## src/rtl/dram_rfsh_pkg.sv

```systemverilog
package dram_rfsh_pkg;
  typedef enum logic [2:0] {ST_IDLE, ST_REQ, ST_LEAD, ST_RAS, ST_PRE} rf_state_e;

  // round a time up to whole clocks, never below one
  function automatic int ns_up(input int ns, input int clk_ns);
    int c;
    c = (ns + clk_ns - 1) / clk_ns;
    return (c < 1) ? 1 : c;
  endfunction

  // round a time down to whole clocks, never below one
  function automatic int ns_down(input int ns, input int clk_ns);
    int c;
    c = ns / clk_ns;
    return (c < 1) ? 1 : c;
  endfunction

  function automatic int imax(input int a, input int b);
    return (a > b) ? a : b;
  endfunction
endpackage

```

## src/rtl/dram_rfsh_sched.sv

```systemverilog
module dram_rfsh_sched #(
  parameter int T_PAUSE  = 20000,
  parameter int T_INT    = 1562,
  parameter int WARMUP   = 8,
  parameter int DEBT_MAX = 3
) (
  input  logic clk,
  input  logic rst_n,
  input  logic start,
  input  logic done,
  output logic want,
  output logic init_done
);
  localparam int PW = $clog2(T_PAUSE + 1);
  localparam int IW = $clog2(T_INT + 1);
  localparam int WW = $clog2(WARMUP + 1);
  localparam int DW = $clog2(DEBT_MAX + 1);

  logic [PW-1:0] pause_cnt;
  logic          pause_done;
  logic [WW-1:0] warm_left;
  logic [IW-1:0] int_cnt;
  logic [DW-1:0] debt;
  logic          tick;

  assign init_done = pause_done && (warm_left == '0);
  assign tick      = init_done && (int_cnt == IW'(T_INT - 1));
  assign want      = pause_done && ((warm_left != '0) || (debt != '0));

  always_ff @(posedge clk) begin
    if (!rst_n) begin
      pause_cnt  <= '0;
      pause_done <= 1'b0;
    end else if (!pause_done) begin
      if (pause_cnt == PW'(T_PAUSE - 1)) pause_done <= 1'b1;
      else                               pause_cnt  <= pause_cnt + 1'b1;
    end
  end

  always_ff @(posedge clk) begin
    if (!rst_n)                        warm_left <= WW'(WARMUP);
    else if (done && warm_left != '0)  warm_left <= warm_left - 1'b1;
  end

  always_ff @(posedge clk) begin
    if (!rst_n || !init_done) int_cnt <= '0;
    else if (tick)            int_cnt <= '0;
    else                      int_cnt <= int_cnt + 1'b1;
  end

  logic take;
  assign take = start && init_done && (debt != '0);

  always_ff @(posedge clk) begin
    if (!rst_n) debt <= '0;
    else if (tick && !take) begin
      if (debt != DW'(DEBT_MAX)) debt <= debt + 1'b1;
    end else if (take && !tick) debt <= debt - 1'b1;
  end
endmodule

```

## src/rtl/dram_rfsh_fsm.sv

```systemverilog
module dram_rfsh_fsm
  import dram_rfsh_pkg::*;
#(
  parameter int T_LEAD  = 1,
  parameter int T_RAS   = 8,
  parameter int T_CHR   = 2,
  parameter int T_PRE   = 7,
  parameter bit USE_CBR = 1'b0
) (
  input  logic clk,
  input  logic rst_n,
  input  logic want,
  input  logic ref_gnt,
  output logic ref_req,
  output logic ras_n,
  output logic cas_n,
  output logic addr_oe,
  output logic start,
  output logic row_adv,
  output logic done
);
  localparam int CW = $clog2(imax(imax(T_LEAD, T_RAS), T_PRE) + 1);

  rf_state_e     st;
  logic [CW-1:0] cnt;

  assign ref_req = (st == ST_REQ);
  assign start   = ref_req && ref_gnt;
  assign row_adv = (st == ST_RAS) && (cnt == CW'(T_RAS - 1));
  assign done    = (st == ST_PRE) && (cnt == CW'(T_PRE - 1));
  assign ras_n   = (st != ST_RAS);
  assign addr_oe = !USE_CBR && ((st == ST_LEAD) || (st == ST_RAS));

  generate
    if (USE_CBR) begin : g_cbr
      assign cas_n = !((st == ST_LEAD) || ((st == ST_RAS) && (cnt < CW'(T_CHR))));
    end else begin : g_rowonly
      assign cas_n = 1'b1;
    end
  endgenerate

  always_ff @(posedge clk) begin
    if (!rst_n) begin
      st  <= ST_IDLE;
      cnt <= '0;
    end else begin
      case (st)
        ST_IDLE: if (want) st <= ST_REQ;
        ST_REQ: if (ref_gnt) begin
          st  <= ST_LEAD;
          cnt <= '0;
        end
        ST_LEAD: begin
          if (cnt == CW'(T_LEAD - 1)) begin
            st  <= ST_RAS;
            cnt <= '0;
          end else cnt <= cnt + 1'b1;
        end
        ST_RAS: begin
          if (row_adv) begin
            st  <= ST_PRE;
            cnt <= '0;
          end else cnt <= cnt + 1'b1;
        end
        ST_PRE: begin
          if (done) begin
            st  <= ST_IDLE;
            cnt <= '0;
          end else cnt <= cnt + 1'b1;
        end
        default: st <= ST_IDLE;
      endcase
    end
  end
endmodule

```

## src/rtl/dram_rfsh_rowctr.sv

```systemverilog
module dram_rfsh_rowctr #(
  parameter int ROWS    = 512,
  parameter bit USE_CBR = 1'b0,
  localparam int RW     = $clog2(ROWS)
) (
  input  logic          clk,
  input  logic          rst_n,
  input  logic          row_adv,
  output logic [RW-1:0] row
);
  generate
    if (USE_CBR) begin : g_internal
      assign row = '0;
    end else begin : g_external
      logic [RW-1:0] r;
      always_ff @(posedge clk) begin
        if (!rst_n)                        r <= '0;
        else if (row_adv && r == RW'(ROWS - 1)) r <= '0;
        else if (row_adv)                  r <= r + 1'b1;
      end
      assign row = r;
    end
  endgenerate
endmodule

```

## src/rtl/dram_rfsh_seq.sv

```systemverilog
module dram_rfsh_seq
  import dram_rfsh_pkg::*;
#(
  parameter int CLK_NS      = 10,
  parameter int PAUSE_NS    = 200000,
  parameter int WINDOW_NS   = 8000000,
  parameter int ROWS        = 512,
  parameter int WARMUP      = 8,
  parameter int DEBT_MAX    = 3,
  parameter int RAS_LOW_NS  = 80,
  parameter int RAS_HIGH_NS = 60,
  parameter int CYCLE_NS    = 150,
  parameter int CAS_LEAD_NS = 10,
  parameter int CAS_HOLD_NS = 15,
  parameter bit USE_CBR     = 1'b0
) (
  input  logic       clk,
  input  logic       rst_n,
  output logic       ref_req,
  input  logic       ref_gnt,
  output logic       ras_n,
  output logic       cas_n,
  output logic       addr_oe,
  output logic [8:0] addr,
  output logic       init_done
);
  localparam int RW      = $clog2(ROWS);
  localparam int T_PAUSE = ns_up(PAUSE_NS, CLK_NS);
  localparam int T_INT   = ns_down(WINDOW_NS / ROWS, CLK_NS);
  localparam int T_RAS   = ns_up(RAS_LOW_NS, CLK_NS);
  localparam int T_PRE   = imax(ns_up(RAS_HIGH_NS, CLK_NS), ns_up(CYCLE_NS, CLK_NS) - T_RAS);
  localparam int T_LEAD  = USE_CBR ? ns_up(CAS_LEAD_NS, CLK_NS) : 1;
  localparam int T_CHR   = ns_up(CAS_HOLD_NS, CLK_NS);

  logic want, start, row_adv, done;
  logic [RW-1:0] row;

  dram_rfsh_sched #(.T_PAUSE(T_PAUSE), .T_INT(T_INT), .WARMUP(WARMUP), .DEBT_MAX(DEBT_MAX)) u_sched (
    .clk(clk), .rst_n(rst_n), .start(start), .done(done), .want(want), .init_done(init_done));

  dram_rfsh_fsm #(.T_LEAD(T_LEAD), .T_RAS(T_RAS), .T_CHR(T_CHR), .T_PRE(T_PRE), .USE_CBR(USE_CBR)) u_fsm (
    .clk(clk), .rst_n(rst_n), .want(want), .ref_gnt(ref_gnt), .ref_req(ref_req), .ras_n(ras_n),
    .cas_n(cas_n), .addr_oe(addr_oe), .start(start), .row_adv(row_adv), .done(done));

  dram_rfsh_rowctr #(.ROWS(ROWS), .USE_CBR(USE_CBR)) u_row (
    .clk(clk), .rst_n(rst_n), .row_adv(row_adv), .row(row));

  assign addr = addr_oe ? 9'(row) : 9'd0;
endmodule

```

## config.mk

```make
export PLATFORM = sky130hd
export DESIGN_NAME = dram_rfsh_seq
export DESIGN_NICKNAME = d
export VERILOG_FILES = /design/src/rtl/dram_rfsh_pkg.sv /design/src/rtl/dram_rfsh_sched.sv /design/src/rtl/dram_rfsh_fsm.sv /design/src/rtl/dram_rfsh_rowctr.sv /design/src/rtl/dram_rfsh_seq.sv
export SDC_FILE = /design/constraint.sdc
export NUM_CORES = 1
export LEC_CHECK = 0
export CAP_MARGIN = 0
export CORE_UTILIZATION = 50
export CTS_CLUSTER_SIZE = 24
export DETAILED_ROUTE_END_ITERATION = 10
export DONT_BUFFER_PORTS = 1
export PLACE_DENSITY = 0.72
export SLEW_MARGIN = 15
export SYNTH_ARGS = -nofsm -noshare
export SYNTH_HDL_FRONTEND = slang
export SYNTH_SLANG_ARGS = --single-unit
```

## constraint.sdc

```tcl
create_clock -name clk -period 4.1 [get_ports clk]
set_input_delay 0.615 -clock clk [delete_from_list [all_inputs] [get_ports clk]]
set_output_delay 0.615 -clock clk [all_outputs]
set_load 0.02 [all_outputs]
```

==> run metrics <==
critical path endpoint category primary output; total number of vias 1,877; Die X 72.4 um; run status finished, final reports clean; H-tree depth reported by CTS 2; Logic pwr share 0.014; clk root buf clkbuf_8; WL met2 1890 um; CP bufs+invs 0; Setup TNS Final 0 ps; Yosys cell types 52; Main synth FF type dfxtp_1; Cells after Synth 284; CTS Hold Bufs 0; #FFs+latches synth 49; Routed WL per cell 12.0 um; initial antenna violation count 0; Critical Path AT 1650 ps; final setup fails 0; # IOs 17; Setup Skew 7.97 ps; vias in the first global route 1,693; cell at the slowest stage of the critical path and2b_1; GR Overflow Total 0; EDFF count, synth 0; asr flop ratio synth 0; Net Sw Power 172 uW; worst stage delay on the critical path 530 ps; Pre-antenna DRT Iters 4; die height 72.4 um; final net count 294; P_leak 0.968 nW; P&R area growth vs syn 6.16%; die footprint 0.00524 sq mm; setup bufs post-CTS 0; CTS tree done; FILL cells 447; Post-route DRC 0; Hold Fails Final Rpt 0; TritonCTS buffer count 5; Sequential Power Share 0.564; crit share post-route 0.552; switching share of power 0.201; worst min-delay path class primary input to flop; number of port buffers 0; crit path cell chain and2b_1 > and2_1; gpl congestion 0.796; Power, Total 853 uW; Post-DP HPWL 2930 um; Post-Syn Area 0.00248 sq mm; min Tclk post-route 2260 ps; wl on met1 2120 um; Max-Slew Margin vs Limit 0.632; synth warn 0; largest net degree at the start of global routing 20; Worst Tran Pin Value 551 ps; Max rail drop VDD 196 uV; Top Metal Used met4; max-slew violations 0; largest fanout on the critical path 14; post-cts gate resize count 0; Power Dens Cells 324 mW/mm^2; WL final 4210 um; Clk network pwr share 0.422; CORE AREA 0.00475 sq mm; # rows 25; internal power 681 uW; share of cells above drive strength 1 0.0636; Startpoint Class flop; clock-pin slew on the worst setup and hold paths 90 ps; required time of the critical path 3480 ps; antenna diode instance count 0; critical path class flop to primary output; CTS Sinks 49; drt via density 5.36; metal3 WL 129 um; remaining antenna violation count after routing 0; Clock Latency Late Sink 300 ps; Syn Area/Cell 8.72 sq um; global-route wire length before repair 7610 um; Max-Cap Viols 0; register area share after synthesis 0.396; final core utilization 0.553; Syn Nets 296; Crit path max-delay family simple AND/OR/NAND/NOR gates; most frequent cells in the layout 49 x dfxtp_1, 42 x nor2_1, 24 x nand2_1; Max Root-Sink Buffers 2; GRT Total Usage 0.185; RSZ-0062 raised after global routing no; DRT iter0 DRCs 96; Fmax 442 MHz; Initial Util 0.521; most common cell after layout, fill and taps aside dfxtp_1
## sequential cells by signal, indices dropped and copies added, names as in the netlist
signal	count
u_sched.warm_left	4
u_sched.int_cnt	11
u_fsm.st	3
u_sched.pause_cnt	15
u_row.row	9
u_sched.debt	2
u_sched.pause_done	1
u_fsm.cnt	4
## metrics by stage
step | worst slack (ps) | area (sq um) | std cells | hold WS, ps
4_1_cts | 1830 | 2630 | 350 | 382
3_5_place_dp | 2170 | 2510 | 342 | 476
2_1_floorplan | 2190 | 2480 | 284 | 441
6_report | 1840 | 2630 | 350 | 389
5_1_grt | 1710 | 2630 | 350 | 384
3_3_place_gp | 2200 | 2510 | 342 | 468
## layer usage
| layer | up-vias | track usage |
|---|---|---|
| li1 | 961 | - |
| met1 | 892 | 0.248 |
| met2 | 19 | 0.286 |
| met3 | 5 | 0.0500 |
| met4 | 0 | 0.0675 |
| met5 | - | 0 |
## logic make-up after synthesis
family / count (synthesis) / share of synthesized area
other cells: 1 / 0.00151
flops: 49 / 0.396
buf+inv: 19 / 0.0359
fa+ha+maj: 9 / 0.0455
compound gates: 25 / 0.0773
mux: 2 / 0.00808
simple gates: 149 / 0.330
xor+xnor: 30 / 0.106
## cell type report
cell class	instances	area, sq um	area share
Multi-Input combinational cell	216	1410	0.535
Sequential cell	49	981	0.373
Tap cell	67	83.8	0.0319
Clock buffer	6	82.6	0.0314
Clock inverter	2	37.5	0.0143
Inverter	10	37.5	0.0143
## final timing paths
check / start / endpoint / slack (ps) / depth (start not counted)
hold / removal: rst_n / u_sched.warm_left[3]$_SDFFE_PN1P_ / 390 / 1
hold reg to reg: u_sched.int_cnt[0]$_SDFF_PP0_ / u_sched.int_cnt[0]$_SDFF_PP0_ / 500 / 1
setup reg to reg: u_sched.warm_left[0]$_SDFFE_PN0P_ / u_sched.int_cnt[9]$_SDFF_PP0_ / 2180 / 6
setup / recovery: u_fsm.st[1]$_SDFFE_PN0P_ / addr[3] / 1840 / 2
## synth_stat cells, drive strengths merged, types with 2 or more instances
library cell	count	area share
clkbuf	4	0.0061
and3	7	0.018
and4b	2	0.0086
nand4	10	0.025
nand2b	3	0.0076
ha	9	0.045
xnor2	13	0.046
nor4bb	3	0.012
xor2	17	0.060
a21oi	8	0.016
nor2	42	0.064
and4	2	0.0071
nor3	4	0.013
or3	2	0.0050
nand3b	2	0.0061
dfxtp	49	0.40
a21boi	2	0.0061
nand4b	2	0.0071
buf	5	0.015
o21ai	6	0.014
mux2i	2	0.0081
nor3b	3	0.011
nand2	25	0.039
and2	18	0.045
inv	10	0.015
o41ai	2	0.015
nand3	12	0.024
nor2b	5	0.013
## power groups by stage
stage	registers, mW	clock network [mW]	logic [mW]
2_1_floorplan	0.492	0	0.0126
6_report	0.481	0.360	0.0119
4_1_cts	0.481	0.369	0.0121
5_1_grt	0.482	0.394	0.0139
3_5_place_dp	0.492	0	0.0120
3_3_place_gp	0.492	0	0.0118
Note: power is estimated with default switching activity, not from simulation.
